<file path="src/rtl/lpk_pkg.sv">
package lpk_pkg;

  localparam int KEYS     = 2;
  localparam int KEY_PWR  = 0;
  localparam int KEY_HOME = 1;

  typedef enum logic [1:0] {
    RA_CTRL = 2'd0,
    RA_STAT = 2'd1,
    RA_CLR  = 2'd2
  } reg_addr_e;

  // control register field positions (software visible)
  localparam int CB_SEL_LO  = 0;
  localparam int CB_HOME_EN = 5;
  localparam int CB_PWR_EN  = 6;
  localparam int CB_CODE_LO = 8;

  // status register field positions
  localparam int SB_LVL_LO  = 0;
  localparam int SB_PEND_LO = 2;

  typedef struct packed {
    logic [1:0] code;
    logic       pwr_en;
    logic       home_en;
    logic [1:0] irq_sel;
  } ctrl_t;

  // hold length in cycles for a duration code
  function automatic int unsigned hold_cycles(input int unsigned unit,
                                              input logic [1:0] code);
    return unit << code;
  endfunction

  // armed combination is held: every enabled key pressed, at least one enabled
  function automatic logic combo_held(input logic [1:0] pressed,
                                      input logic pwr_en,
                                      input logic home_en);
    return (pwr_en | home_en) &
           (~pwr_en  | pressed[KEY_PWR]) &
           (~home_en | pressed[KEY_HOME]);
  endfunction

endpackage

</file>
<file path="src/rtl/lpk_debounce.sv">
module lpk_debounce #(
  parameter int DEB_LEN = 1024
) (
  input  logic clk,
  input  logic rst_n,
  input  logic raw_i,
  output logic level_o,
  output logic edge_o
);
  localparam int CNT_W = $clog2(DEB_LEN) + 1;

  logic [1:0]       sync_q;
  logic [CNT_W-1:0] cnt_q;
  logic             level_q;
  logic             edge_q;
  logic             differ;
  logic             settle;

  assign differ = (sync_q[1] != level_q);
  assign settle = differ && (cnt_q == CNT_W'(DEB_LEN - 1));

  always_ff @(posedge clk or negedge rst_n) begin
    if (!rst_n) begin
      sync_q  <= 2'b11;
      cnt_q   <= '0;
      level_q <= 1'b1;
      edge_q  <= 1'b0;
    end else begin
      sync_q <= {sync_q[0], raw_i};
      edge_q <= 1'b0;
      if (!differ) begin
        cnt_q <= '0;
      end else if (settle) begin
        cnt_q   <= '0;
        level_q <= sync_q[1];
        edge_q  <= 1'b1;
      end else begin
        cnt_q <= cnt_q + 1'b1;
      end
    end
  end

  assign level_o = level_q;
  assign edge_o  = edge_q;

endmodule

</file>
<file path="src/rtl/lpk_regs.sv">
module lpk_regs
  import lpk_pkg::*;
#(
  parameter int REG_W = 16
) (
  input  logic             clk,
  input  logic             rst_n,
  input  logic             wr_en_i,
  input  logic [1:0]       addr_i,
  input  logic [REG_W-1:0] wr_data_i,
  output logic [REG_W-1:0] rd_data_o,
  input  logic [KEYS-1:0]  lvl_i,
  input  logic [KEYS-1:0]  edge_i,
  output ctrl_t            ctrl_o,
  output logic [KEYS-1:0]  pend_o,
  output logic [KEYS-1:0]  clr_hit_o
);
  ctrl_t           ctrl_q;
  logic [KEYS-1:0] pend_q;
  logic            wr_ctrl;
  logic            wr_clr;
  logic            unused_wd;

  assign wr_ctrl   = wr_en_i && (addr_i == RA_CTRL);
  assign wr_clr    = wr_en_i && (addr_i == RA_CLR);
  assign clr_hit_o = wr_clr ? wr_data_i[KEYS-1:0] : '0;
  assign unused_wd = ^wr_data_i;

  always_ff @(posedge clk or negedge rst_n) begin
    if (!rst_n) begin
      ctrl_q <= '0;
    end else if (wr_ctrl) begin
      ctrl_q.irq_sel <= wr_data_i[CB_SEL_LO +: 2];
      ctrl_q.home_en <= wr_data_i[CB_HOME_EN];
      ctrl_q.pwr_en  <= wr_data_i[CB_PWR_EN];
      ctrl_q.code    <= wr_data_i[CB_CODE_LO +: 2];
    end
  end

  // a settled edge outranks a clear in the same cycle
  for (genvar k = 0; k < KEYS; k++) begin : g_pend
    always_ff @(posedge clk or negedge rst_n) begin
      if (!rst_n)             pend_q[k] <= 1'b0;
      else if (edge_i[k])     pend_q[k] <= 1'b1;
      else if (clr_hit_o[k])  pend_q[k] <= 1'b0;
    end
  end

  always_comb begin
    rd_data_o = '0;
    case (addr_i)
      RA_CTRL: begin
        rd_data_o[CB_SEL_LO +: 2]  = ctrl_q.irq_sel;
        rd_data_o[CB_HOME_EN]      = ctrl_q.home_en;
        rd_data_o[CB_PWR_EN]       = ctrl_q.pwr_en;
        rd_data_o[CB_CODE_LO +: 2] = ctrl_q.code;
      end
      RA_STAT: begin
        rd_data_o[SB_LVL_LO  +: KEYS] = lvl_i;
        rd_data_o[SB_PEND_LO +: KEYS] = pend_q;
      end
      default: rd_data_o = '0;
    endcase
  end

  assign ctrl_o = ctrl_q;
  assign pend_o = pend_q;

endmodule

</file>
<file path="src/rtl/lpk_hold.sv">
module lpk_hold
  import lpk_pkg::*;
#(
  parameter int UNIT_CYC = 125_000_000
) (
  input  logic            clk,
  input  logic            rst_n,
  input  logic [KEYS-1:0] lvl_i,
  input  logic            pwr_en_i,
  input  logic            home_en_i,
  input  logic [1:0]      code_i,
  output logic            held_o,
  output logic            fired_o,
  output logic            rst_req_o
);
  localparam int HOLD_W = $clog2(UNIT_CYC * 8) + 1;

  logic [HOLD_W-1:0] cnt_q;
  logic [HOLD_W-1:0] last_cnt;
  logic              fired_q;
  logic              req_q;
  logic              held;
  logic              all_rel;

  assign held     = combo_held(~lvl_i, pwr_en_i, home_en_i);
  assign all_rel  = &lvl_i;
  assign last_cnt = HOLD_W'(hold_cycles(UNIT_CYC, code_i) - 1);

  always_ff @(posedge clk or negedge rst_n) begin
    if (!rst_n) begin
      cnt_q   <= '0;
      fired_q <= 1'b0;
      req_q   <= 1'b0;
    end else begin
      req_q <= 1'b0;
      if (!held) begin
        cnt_q <= '0;
      end else if (!fired_q) begin
        if (cnt_q >= last_cnt) begin
          cnt_q   <= '0;
          fired_q <= 1'b1;
          req_q   <= 1'b1;
        end else begin
          cnt_q <= cnt_q + 1'b1;
        end
      end
      if (all_rel) fired_q <= 1'b0;
    end
  end

  assign held_o    = held;
  assign fired_o   = fired_q;
  assign rst_req_o = req_q;

endmodule

</file>
<file path="src/rtl/lpk_rst_ctrl.sv">
module lpk_rst_ctrl
  import lpk_pkg::*;
#(
  parameter int DEB_LEN  = 1024,
  parameter int UNIT_CYC = 125_000_000,
  parameter int REG_W    = 16
) (
  input  logic             clk,
  input  logic             rst_n,
  input  logic [1:0]       key_n_i,
  input  logic             wr_en_i,
  input  logic [1:0]       addr_i,
  input  logic [REG_W-1:0] wr_data_i,
  output logic [REG_W-1:0] rd_data_o,
  output logic [1:0]       irq_o,
  output logic             sys_rst_o
);
  logic [KEYS-1:0] deb_lvl;
  logic [KEYS-1:0] deb_edge;
  logic [KEYS-1:0] pend;
  logic [KEYS-1:0] clr_hit;
  logic [1:0]      lp_en;
  ctrl_t           ctrl;
  logic            held;
  logic            fired;

  for (genvar k = 0; k < KEYS; k++) begin : g_key
    lpk_debounce #(.DEB_LEN(DEB_LEN)) u_deb (
      .clk     (clk),
      .rst_n   (rst_n),
      .raw_i   (key_n_i[k]),
      .level_o (deb_lvl[k]),
      .edge_o  (deb_edge[k])
    );
  end

  lpk_regs #(.REG_W(REG_W)) u_regs (
    .clk       (clk),
    .rst_n     (rst_n),
    .wr_en_i   (wr_en_i),
    .addr_i    (addr_i),
    .wr_data_i (wr_data_i),
    .rd_data_o (rd_data_o),
    .lvl_i     (deb_lvl),
    .edge_i    (deb_edge),
    .ctrl_o    (ctrl),
    .pend_o    (pend),
    .clr_hit_o (clr_hit)
  );

  lpk_hold #(.UNIT_CYC(UNIT_CYC)) u_hold (
    .clk       (clk),
    .rst_n     (rst_n),
    .lvl_i     (deb_lvl),
    .pwr_en_i  (ctrl.pwr_en),
    .home_en_i (ctrl.home_en),
    .code_i    (ctrl.code),
    .held_o    (held),
    .fired_o   (fired),
    .rst_req_o (sys_rst_o)
  );

  assign lp_en = {ctrl.home_en, ctrl.pwr_en};
  assign irq_o = pend & ctrl.irq_sel;

endmodule

</file>
<file path="config.mk">
export PLATFORM = sky130hd
export DESIGN_NAME = lpk_rst_ctrl
export DESIGN_NICKNAME = d
export VERILOG_FILES = /design/src/rtl/lpk_pkg.sv /design/src/rtl/lpk_debounce.sv /design/src/rtl/lpk_regs.sv /design/src/rtl/lpk_hold.sv /design/src/rtl/lpk_rst_ctrl.sv
export SDC_FILE = /design/constraint.sdc
export NUM_CORES = 1
export LEC_CHECK = 0
export BUFFER_PORTS_ARGS = -buffer_cell sky130_fd_sc_hd__buf_2
export CAP_MARGIN = 20
export CELL_PAD_IN_SITES_DETAIL_PLACEMENT = 1
export CELL_PAD_IN_SITES_GLOBAL_PLACEMENT = 2
export CORE_MARGIN = 5
export CORE_UTILIZATION = 42
export CTS_BUF_LIST = sky130_fd_sc_hd__clkbuf_2 sky130_fd_sc_hd__clkbuf_4 sky130_fd_sc_hd__clkbuf_8
export DETAILED_ROUTE_END_ITERATION = 16
export HOLD_SLACK_MARGIN = 0.03
export PLACE_DENSITY = 0.95
export SYNTH_ARGS = -nofsm -noshare
export SYNTH_HDL_FRONTEND = slang
export SYNTH_SLANG_ARGS = --single-unit
</file>
<file path="constraint.sdc">
create_clock -name clk -period 8.7 [get_ports clk]
set_clock_uncertainty 0.05 [all_clocks]
set_input_delay 1.305 -clock clk [delete_from_list [all_inputs] [get_ports clk]]
set_output_delay 1.305 -clock clk [all_outputs]
set_load 0.02 [all_outputs]
</file>
Word level (Yosys, flattened, before mapping). Cells that the tools add are included.

Register bits after elaboration: 71. Input bits: 23. Output and inout port bits: 19. Word-level logic and storage cells: 76.

Add/subtract/negate cells: 4. Order comparisons: 1. Eq/ne operators: 7. Shift-type cells: 1. Muxes and demuxes: 26. Bitwise operators: 9. Reduce and logical (&&, ||, !) cells: 11.

Operators by type and width (number): $mux 31 (3); $mux 11 (4); $add 31x1->31 const B (1); $ge 31x31->1 (1); $shl 27x2->31 const A (1); $sub 31x1->31 const B (1); $add 11x1->11 const B (2); $eq 11x10->1 const B (2); $mux 1 (14); $mux 2 (4); $reduce_and 2->1 (3); $reduce_bool 2->1 (3); $logic_and 1x1->1 (4); $pmux 2 s2 (1); $or 1x1->1 (3); $and 1x1->1 (2); $and 2x2->2 (1); $eq 2x1->1 const B (1); $eq 2x2->1 const B (1); $logic_not 2->1 (1); $ne 1x1->1 (2); $ne 2x2->1 const B (1); $not 1->1 (2); $not 2->2 (1).

Logic depth before layout (Yosys ltp). Gate-level depths: netlist (run 1).

Word-level depth: 7. Gate-level depth with buffers: 17. Gate-level depth less buffers: 15.

By module. A second synthesis (run 1) with hierarchy kept.

Cell total of the unflattened synthesis: 478. Area, all modules: 4503.1 µm².

Modules (own cells, without submodules): lpk_hold (instances 1, cells an instance 319, area an instance 2642.5 µm²); lpk_debounce (instances 2, cells an instance 57, area an instance 679.4 µm²); lpk_regs (instances 1, cells an instance 43, area an instance 489.2 µm²); lpk_rst_ctrl (instances 1, cells an instance 2, area an instance 12.5 µm²).

Worst setup path before layout (run 1). Ideal clock, no wire load.

Kind: reg-to-reg. Start: reg u_regs.ctrl_q (netlist bit u_regs.ctrl_o[5]). End: reg u_hold.cnt_q[29]. Arrival time: 3471 ps. Data required time: 8581 ps. Setup slack: 5111 ps. Cell stages (with the launch flop): 17. Path buffers: 1. Path through: dfrtp_1 -> inv_1 -> ha_1 -> inv_1 -> ha_1 -> nand2_1 -> nor2_1 -> a2bb2oi_1 -> ha_1 -> a21o_1 -> a221o_1 -> a221oi_1 -> o211ai_1 -> or3_4 -> buf_6 -> or4_1 -> nand3_1.

Cells in the longest elaborated chain, start to end: 6.

Ends and longest elaborated chain: start, declared (line lpk_regs.sv:18) `ctrl_t ctrl_q;`; $shl 27x2->31 (line lpk_pkg.sv:33) `return unit << code;`; $sub 31x1->31 (line lpk_hold.sv:27) `assign last_cnt = HOLD_W'(hold_cycles(UNIT_CYC, code_i) - 1);`; $ge 31x31->1 (line lpk_hold.sv:39) `if (cnt_q >= last_cnt) begin`; $mux 31 (line lpk_hold.sv:39); $mux 31 (line lpk_hold.sv:38) `end else if (!fired_q) begin`; $mux 31 (line lpk_hold.sv:36) `if (!held) begin`; end signal, assigned (line lpk_hold.sv:44) `cnt_q <= cnt_q + 1'b1;`; end, declared (line lpk_hold.sv:18) `logic [HOLD_W-1:0] cnt_q;`.

No other way between the ends. The select of a mux whose other input is x is not followed. A chain may end at the register's enable or synchronous reset.

Final worst setup path (run 1).
Start: reg u_regs.ctrl_q (netlist bit u_regs.ctrl_o[5]). End: reg u_hold.cnt_q[5].

The elaborated chain is that of the path after synthesis.

==> impl_metrics.yaml, run 1 <==
timing:
  fin_hold_ws_ps: 308
  fin_crit_ps: 4600
  worst_pin_slew_ps: 943
  maxSlewHeadroom_pct: 36.9
  slew_violations: 0
  setup_viol: 0
  fmax_ghz: 0.217
  fin_crit_sh_pct: 52.9
  tns_ps: 0
  hold_viol: 0
  rsz0062_at_grt: "no"
placement:
  hpwlAfterDp_um: 7950
  io_buffer_count: 23
  place.gp.congestion: 0.781
  placed_area_mm2: 0.00450
global_route:
  grt_pass1_wl_um: 19100
  grt_pass1_vias: 3828
  grt_usage_pct: 18.9
  grt_max_degree: 72
  antenna_found_initial: 0
  overflow: 0
detailed_routing:
  drtPass1Iterations: 4
  wl_per_cell_um: 17.8
  viasPerCell: 5.64
  num_vias: 3510
  wirelength_um: 11100
  drc: 0
  drtIter0Drc: 128
  ant_nets: 0
setup_path:
  cp_max_fo: 25
  r2r_cells: 16
  reg2reg_to: "u_hold.cnt_q[5]$_DFFE_PN0P_"
  critPathLaunch: "u_regs.ctrl_o[5]$_DFFE_PN0P_"
  required_ps: 8930
  r2r_slack_ps: 4100
  slowest_delay_ps: 620
  crit_path_cell_trace: "inv_1, ha_1, inv_1, ha_1, nand2_1, nor2_1, a2bb2oi_1, ha_1, a21o_1, a221o_1, a221oi_1, o211ai_1, nor4_2, buf_4, a41oi_1, a31oi_1"
  slowest_stage: "nor4_2"
  arrival_ps: 4830
  critPathLaunchType: "flip-flop"
  crit_top_cell: "ha_1"
  critPathKind: "flip-flop to flip-flop"
  crit_end: "u_hold.cnt_q[5]$_DFFE_PN0P_"
  rr_startpoint: "u_regs.ctrl_o[5]$_DFFE_PN0P_"
  crit_path_end_kind: "flip-flop"
finish:
  layout.nets: 541
  multi_input_area_mm2: 0.00236
  final_cell_mix: "dfrtp_1, nand2_1, ha_1, nor2_1, nand3_1"
  antenna_cells: 0
  fin_area_mm2: 0.00468
  final_util_pct: 46.2
  drive_above_1_share_pct: 12.6
  regArea_mm2: 0.00178
  mostFrequentLayoutCell: "dfrtp_1"
  syn_to_final_growth_pct: 8.91
  n_fill_cell: 1168
cts:
  cts.sinks: 71
  tritoncts: "done"
  post_cts_buffers: 0
  cts_buffers: 9
  cts_resized: 0
  ctsHoldBuffers: 0
  clockRootBuffer: "clkbuf_8"
  ctsLongestPathBuffers: 2
  clkTransAtPathRegs_ps: 90
  htreeDepth: 3
  clkLatencyLatePin_ps: 370
floorplanning:
  start_util_pct: 42.4
  rows: 37
  die_h_um: 111
  pin_count: 42
  core_area_mm2: 0.0101
  dieArea_mm2: 0.0124
  die_w_um: 111
logic_synthesis:
  ys_seq_elements: 71
  syn_avg_cell_area_um2: 9.35
  syn_inst: 460
  yosys.cell_types.count: 46
  yosysSeqAreaShare_pct: 41.5
  synth_edf_count: 0
  async_reset_ff_share_pct: 100
  synth_area_mm2: 0.00430
  synth_warnings: 0
  synth_ff_type: "dfrtp_1"
power_and_ir_drop:
  p_leak_nw: 2.23
  vdd_ir_drop_max_v: 0.0000888
  pwr_density_cell_mw_per_mm2: 163
min_path:
  min_from: "g_key[0].u_deb.sync_q[0]$_DFF_PN1_"
  holdCritPathClass: "flip-flop to flip-flop"
outcome:
  status: "complete, no violations"
run:
  maxCapViolations: 0
[registers in the layout, summed over array words and instances, names as in the netlist]
signal               flops
u_hold.fired_o           1
u_regs.ctrl_o            6
u_regs.pend_o            2
g_key.u_deb.edge_o       2
u_hold.cnt_q            31
g_key.u_deb.level_o      2
g_key.u_deb.cnt_q       22
u_hold.rst_req_o         1
g_key.u_deb.sync_q       4
[report_power, final]
group / total (mW) / internal, mW / switching, mW
Clock: 0.250 / 0.108 / 0.142
Sequential: 0.369 / 0.347 / 0.0226
Combinational: 0.143 / 0.0531 / 0.0899
[cell type report]
class                           count  area share [%]
Timing Repair Buffer               26            2.94
Clock inverter                      6           0.989
Inverter                           15            1.20
Tap cell                          136            3.63
Multi-Input combinational cell    358            50.3
Sequential cell                    71            38.1
Clock buffer                       10            2.81
[synthesized netlist by cell type, types with 2 or more instances]
master,n,area (um^2)
nor2b_1,5,31.3
nor2_1,33,124
nand3_1,32,160
and3b_1,2,17.5
a31oi_1,15,93.8
a41oi_1,4,35.0
dfstp_2,6,158
buf_6,2,22.5
a21o_1,8,60.1
clkbuf_1,10,37.5
mux2i_1,12,120
inv_1,15,56.3
or4_1,2,15.0
nand2_1,51,191
xor2_1,16,140
and2_1,12,75.1
o21ai_0,12,60.1
buf_2,3,15.0
nor4_1,4,25.0
nor3_1,9,45.0
o31a_1,2,17.5
nand4_1,18,113
nand3b_1,3,22.5
and4_1,2,17.5
mux2_2,7,78.8
dfrtp_1,65,1630
ha_1,37,463
a21oi_1,20,100
or3_1,9,56.3
or2_2,2,12.5
xnor2_1,2,17.5
buf_4,8,60.1
and3_1,19,119
[critical path, delay by kind of cell, from the launching register on]
family          cells  cell delay [ps]
buf+inv             3              760
fa+ha+maj           3              890
compound gates      7             1570
flops               1              500
simple gates        3              730
[per-stage QoR]
step	total power, mW	setup slack, ps	instances
6_report	0.763	4100	622
2_1_floorplan	0.469	5110	467
3_5_place_dp	0.519	4130	606
3_3_place_gp	0.504	3910	605
5_1_grt	0.804	3770	622
4_1_cts	0.769	4090	622
[cells by family after synthesis]
logic type / after synthesis / share of synthesized area (%)
other: 1 / 0.0872
adder cells (fa/ha/maj): 37 / 10.8
XOR/XNOR: 18 / 3.67
buffers and inverters: 38 / 4.45
flip-flops: 71 / 41.5
AND/OR/NAND/NOR: 207 / 24.8
AO/OA/AOI/OAI: 69 / 10.1
multiplexers: 19 / 4.63
[worst min path at each step]
stage | endpoint | depth (start not counted)
4_1_cts | g_key[0].u_deb.sync_q[1]$_DFF_PN1_ | 0
6_report | g_key[0].u_deb.sync_q[1]$_DFF_PN1_ | 0
3_5_place_dp | g_key[0].u_deb.sync_q[1]$_DFF_PN1_ | 0
2_1_floorplan | g_key[0].u_deb.sync_q[1]$_DFF_PN1_ | 0
3_3_place_gp | g_key[0].u_deb.sync_q[1]$_DFF_PN1_ | 0
5_1_grt | g_key[0].u_deb.sync_q[1]$_DFF_PN1_ | 0
[layer usage]
metal	share of wire (%)	track usage [%]
met4	2.2	7.22
met3	2.2	3.55
met5	0	0
met1	45	22.9
met2	51	33.1
Note: power is estimated with default switching activity, not from simulation.
==> inputs of run 2 (changes only) <==
- ABC_AREA: unset -> 1
- CORE_UTILIZATION: 42 -> 36
- PLACE_DENSITY: 0.95 -> 0.94
- clock period: 8.7 -> 4.72 ns (I/O delays scaled with it)
==> run 2 against run 1 <==
  * Flip-flop and latch count unchanged
  * Utilization down 5.8 points
  * Count of clock-buffer cells in the layout unchanged
  * Cell count up 42%
  * Fmax up 23%
  * Design area up 14%
==> impl_metrics.yaml, run 2 <==
outcome:
  status: "complete, no violations"
setup_path:
  required_ps: 4980
  critPathKind: "flip-flop to flip-flop"
  crit_path_end_kind: "flip-flop"
  crit_path_cell_trace: "inv_1, ha_1, inv_1, ha_1, nand2_1, nor2_1, nand3_1, ha_1, nand4_1, inv_1, a21oi_1, nand2_1, nor2_2, nand3_2, inv_2, nand2_1, nand2_1"
  r2r_cells: 17
  arrival_ps: 4000
  slowest_delay_ps: 530
  cp_max_fo: 20
  path_delay_family: "simple AND/OR/NAND/NOR gates"
  slowest_stage: "dfrtp_1"
  critPathLaunchType: "flip-flop"
  path_buf_inv: 4
  rr_startpoint: "u_regs.ctrl_o[5]$_DFFE_PN0P_"
  crit_top_cell: "nand2_1"
  critPathLaunch: "u_regs.ctrl_o[5]$_DFFE_PN0P_"
  cp.depth: 17
  crit_end: "u_hold.cnt_q[18]$_DFFE_PN0P_"
  r2r_slack_ps: 980
  reg2reg_to: "u_hold.cnt_q[18]$_DFFE_PN0P_"
floorplanning:
  die_h_um: 126
  core_area_mm2: 0.0132
  dieArea_mm2: 0.0159
  rows: 42
  pin_count: 42
  start_util_pct: 36.6
  die_w_um: 126
logic_synthesis:
  synth_fa_ha_area_share_pct: 9.54
  synth_compound_area_share_pct: 5.49
  yosys.cell_types.count: 35
  synth_edf_count: 0
  async_reset_ff_share_pct: 100
  syn_avg_cell_area_um2: 7.19
  yosys.area.top_type: "dfrtp_1"
  ys_seq_elements: 71
  synth_simple_gate_area_share_pct: 33.7
  yosysMostFrequentCell: "nand2_1"
  synth_top_family_by_area: "simple AND/OR/NAND/NOR gates"
  synth_warnings: 0
  syn_inst: 675
  muxShareOfSynthArea_pct: 0
  synth_area_mm2: 0.00485
  yosys-top-cells-area: "dfrtp_1, nand2_1, ha_1, nor2_1, inv_1"
  synth_ff_type: "dfrtp_1"
  synth_top_area_share_pct: 33.5
  yosysSeqAreaShare_pct: 36.8
  synth_common_cells: "nand2_1, nor2_1, inv_1"
  synthXorXnorAreaFrac_pct: 5.24
finish:
  final_util_pct: 40.3
  layout.nets: 761
  largest_reg_flops: 31
  final_cell_mix: "nand2_1, nor2_1, inv_1, dfrtp_1, nand3_1"
  mostFrequentLayoutCell: "nand2_1"
  drive_above_1_share_pct: 9.77
  syn_to_final_growth_pct: 10.1
  antenna_cells: 0
  top_register: "u_hold.cnt_q"
  instances_no_fill: 882
global_route:
  grt_max_degree: 46
  antenna_found_initial: 0
  grt_pass1_vias: 4652
  grt_usage_pct: 17.4
  grt_pass1_wl_um: 22300
  overflow: 0
power_and_ir_drop:
  clock_power_share_pct: 36.6
  power.internal_uw: 984
  p_switching_uw: 469
  power.total_mw: 1.45
  p_leak_nw: 2.71
  p_seq_share_pct: 46.3
  vdd_ir_drop_max_v: 0.000174
  pwr_density_cell_mw_per_mm2: 272
  swShare_pct: 32.3
  p_comb_share_pct: 17.0
cts:
  clockRootBuffer: "clkbuf_8"
  htreeDepth: 3
  cts_buffers: 9
  clkTransAtPathRegs_ps: 80
  ctsHoldBuffers: 0
  cts.sinks: 71
  post_cts_buffers: 0
  ctsLongestPathBuffers: 2
  clkLatencyLatePin_ps: 380
  cts_resized: 0
  tritoncts: "done"
timing:
  hold_viol: 0
  worst_pin_slew_ps: 827
  tns_ps: 0
  slew_violations: 0
  fin_crit_ps: 3740
  maxSlewHeadroom_pct: 44.8
  fin_crit_sh_pct: 79.2
  rsz0062_at_grt: "no"
  postLayoutSetupSlackWorst_ps: 981
  setup_viol: 0
  fmax_ghz: 0.267
placement:
  io_buffer_count: 23
  pre_cts_ws_ps: 1040
  dp.cells: 865
  place.gp.congestion: 0.894
  hpwlAfterDp_um: 10100
detailed_routing:
  num_vias: 4322
  ant_nets: 0
  drtPass1Iterations: 4
  viasPerCell: 4.90
  wirelength_um: 13200
  wl_per_cell_um: 15.0
  drtIter0Drc: 138
  drc: 0
run:
  maxCapViolations: 0
min_path:
  holdCritPathClass: "primary input to asynchronous set/reset pin"
run 2: cell types whose count changed after synthesis, sizes merged, moves of 11 or more:
| cell | before | now |
|---|---|---|
| nor2 | 33 | 103 |
| mux2i | 12 | 0 |
| inv | 15 | 87 |
| and3 | 19 | 0 |
| and2 | 13 | 0 |
| nand2 | 51 | 205 |
| nand4 | 18 | 6 |
| nand3 | 32 | 43 |
| a31oi | 15 | 0 |
run 2: worst min-delay path by stage:
stage | to | slack (ps)
after detailed placement | g_key[0].u_deb.sync_q[1]$_DFF_PN1_ | 300
after CTS | g_key[0].u_deb.sync_q[1]$_DFF_PN1_ | 310
final | u_regs.ctrl_o[5]$_DFFE_PN0P_ | 230
after global routing | u_hold.cnt_q[22]$_DFFE_PN0P_ | 250
after floorplan | g_key[0].u_deb.sync_q[1]$_DFF_PN1_ | 300
after global placement | g_key[0].u_deb.sync_q[1]$_DFF_PN1_ | 300
run 2: layout make-up:
cell class / instances / area [um^2]
Multi-Input combinational cell: 506 / 2650
Sequential cell: 71 / 1780
Timing Repair Buffer: 26 / 150
Inverter: 87 / 327
Clock buffer: 10 / 138
Clock inverter: 6 / 72.6
Tap cell: 176 / 220
Fill cell: 1710 / 7900
run 2: logic make-up (layout without fill, tap and decap cells):
group,Yosys count,after routing
adders and majority gates,37,37
DFF,71,71
AOI/OAI and AO/OA,49,49
xor gates and xnor gates,29,29
and+or+nand+nor,383,383
other,1,8
buffers and inverters,105,129
run 2: power by group through the flow:
| stage | Clock [mW] | Sequential, mW | Combinational (mW) |
|---|---|---|---|
| 5_1_grt | 0.581 | 0.678 | 0.287 |
| 3_5_place_dp | 0 | 0.685 | 0.249 |
| 3_3_place_gp | 0 | 0.683 | 0.233 |
| 6_report | 0.533 | 0.673 | 0.248 |
| 2_1_floorplan | 0 | 0.677 | 0.173 |
| 4_1_cts | 0.550 | 0.674 | 0.250 |
run 2: per-layer routing:
| layer | global-route usage (%) | part of all wire [%] | up-vias | routed length, um |
|---|---|---|---|---|
| met5 | 0 | 0 | - | 0 |
| met4 | 5.62 | 2.5 | 0 | 331 |
| met3 | 3.56 | 3.7 | 26 | 482 |
| met2 | 32.5 | 52 | 67 | 6850 |
| met1 | 19.7 | 42 | 2074 | 5530 |
| li1 | - | - | 2155 | - |
run 2: per-stage QoR:
stage	hold WS [ps]	cell area [um^2]
global route	248	5340
global placement	298	5110
finish	228	5340
CTS	310	5320
floorplan	295	4880
detailed placement	297	5110
==> inputs of run 3 (changes only) <==
- clock period: 4.72 -> 3.6 ns (I/O delays scaled with it)
==> run 3 against run 2 <==
  * Setup slack worse by 540 ps
  * Count of clock-buffer cells in the layout down 1
  * Combinational power up 33%
  * Largest cell class unchanged
  * Largest power group unchanged
==> impl_metrics.yaml, run 3 (synthesized netlist as in run 2, its figures left out) <==
outcome:
  status: "complete, no violations"
timing:
  hold_viol: 0
  maxSlewHeadroom_pct: 48.8
  fmax_ghz: 0.317
  slew_violations: 0
  setup_viol: 0
  rsz0062_at_grt: "no"
  fin_crit_ps: 3160
  fin_crit_sh_pct: 87.7
  worst_pin_slew_ps: 768
  fin_hold_ws_ps: 186
  tns_ps: 0
setup_path:
  reg2reg_to: "u_hold.cnt_q[15]$_DFFE_PN0P_"
  arrival_ps: 3410
  r2r_slack_ps: 440
  critPathKind: "flip-flop to flip-flop"
  required_ps: 3850
  crit_top_cell: "nand2_1"
  critPathLaunchType: "flip-flop"
  path_buf_inv: 3
  slowest_delay_ps: 400
  slowest_stage: "ha_1"
  crit_path_cell_trace: "inv_1, ha_1, inv_1, ha_1, nand2_1, nor2_1, nand3_1, ha_1, a21oi_1, nand2_1, a21oi_1, nand2_1, nor2_2, nand3_2, inv_2, nand2_1, nand2_1"
  cp_max_fo: 20
  r2r_cells: 17
  crit_path_end_kind: "flip-flop"
  path_delay_family: "adder cells"
  rr_startpoint: "u_regs.ctrl_o[5]$_DFFE_PN0P_"
global_route:
  overflow: 0
  grt_pass1_wl_um: 22300
  grt_pass1_vias: 4652
  antenna_found_initial: 0
  grt_usage_pct: 17.2
  grt_max_degree: 41
cts:
  clkLatencyLatePin_ps: 360
  ctsLongestPathBuffers: 2
  clkTransAtPathRegs_ps: 90
  cts_buffers: 9
  htreeDepth: 3
  cts.sinks: 71
  clockRootBuffer: "clkbuf_8"
  ctsHoldBuffers: 0
  cts_resized: 0
  post_cts_buffers: 0
  tritoncts: "done"
finish:
  final_cell_mix: "nand2_1, nor2_1, inv_1, dfrtp_1, nand3_1"
  mostFrequentLayoutCell: "nand2_1"
  syn_to_final_growth_pct: 10.3
  top_register: "u_hold.cnt_q"
  drive_above_1_share_pct: 10.0
  antenna_cells: 0
  largest_reg_flops: 31
  layout.nets: 763
power_and_ir_drop:
  power.total_mw: 1.88
  pwr_density_cell_mw_per_mm2: 352
  p_leak_nw: 2.71
  vdd_ir_drop_max_v: 0.000239
detailed_routing:
  ant_nets: 0
  drc: 0
  wl_per_cell_um: 14.7
  drtPass1Iterations: 4
  wirelength_um: 13000
  drtIter0Drc: 129
  num_vias: 4326
  viasPerCell: 4.89
floorplanning:
  core_area_mm2: 0.0132
  pin_count: 42
  die_h_um: 126
  die_w_um: 126
  rows: 42
  start_util_pct: 36.6
  dieArea_mm2: 0.0159
min_path:
  holdCritPathClass: "primary input to asynchronous set/reset pin"
run:
  maxCapViolations: 0
placement:
  place.gp.congestion: 0.904
  hpwlAfterDp_um: 9980
  io_buffer_count: 23
==> run 3: area by class of cell <==
class / instances / area, um^2
fill: 1744 / 7890
multi-input combinational: 506 / 2650
sequential: 71 / 1780
inverter: 87 / 327
tap: 176 / 220
timing repair buffer: 28 / 165
clock buffer: 9 / 124
clock inverter: 7 / 77.6
==> run 3: how the worst max path moves through the flow <==
stage | start | end | cells after the start
3_3_place_gp | u_regs.ctrl_o[5]$_DFFE_PN0P_ | u_hold.cnt_q[24]$_DFFE_PN0P_ | 19
4_1_cts | u_regs.ctrl_o[5]$_DFFE_PN0P_ | u_hold.cnt_q[15]$_DFFE_PN0P_ | 17
5_1_grt | u_regs.ctrl_o[5]$_DFFE_PN0P_ | u_hold.cnt_q[28]$_DFFE_PN0P_ | 17
6_report | u_regs.ctrl_o[5]$_DFFE_PN0P_ | u_hold.cnt_q[15]$_DFFE_PN0P_ | 17
2_1_floorplan | u_regs.ctrl_o[5]$_DFFE_PN0P_ | u_hold.fired_o$_DFFE_PN0P_ | 17
3_5_place_dp | u_regs.ctrl_o[5]$_DFFE_PN0P_ | u_hold.cnt_q[15]$_DFFE_PN0P_ | 17
==> run 3: per-stage QoR <==
step,area [um^2],std cells,worst slack [ps],util (%)
4_1_cts,5350,884,360,40.4
6_report,5350,884,442,40.4
5_1_grt,5350,884,98.4,40.4
3_3_place_gp,5150,868,593,38.9
3_5_place_dp,5150,868,408,38.9
2_1_floorplan,4880,682,1070,-
==> run 3: metal layers <==
layer | up-vias | track usage, % | wire, um
li1 | 2161 | - | -
met1 | 2095 | 20.2 | 5610
met2 | 46 | 31.0 | 6730
met3 | 24 | 3.43 | 326
met4 | 0 | 5.99 | 305
met5 | - | 0 | 0
==> run 3: power breakdown <==
part / switching [mW] / total [mW] / internal (mW)
registers: 0.0403 / 0.880 / 0.840
clock network: 0.346 / 0.673 / 0.327
logic: 0.223 / 0.329 / 0.106
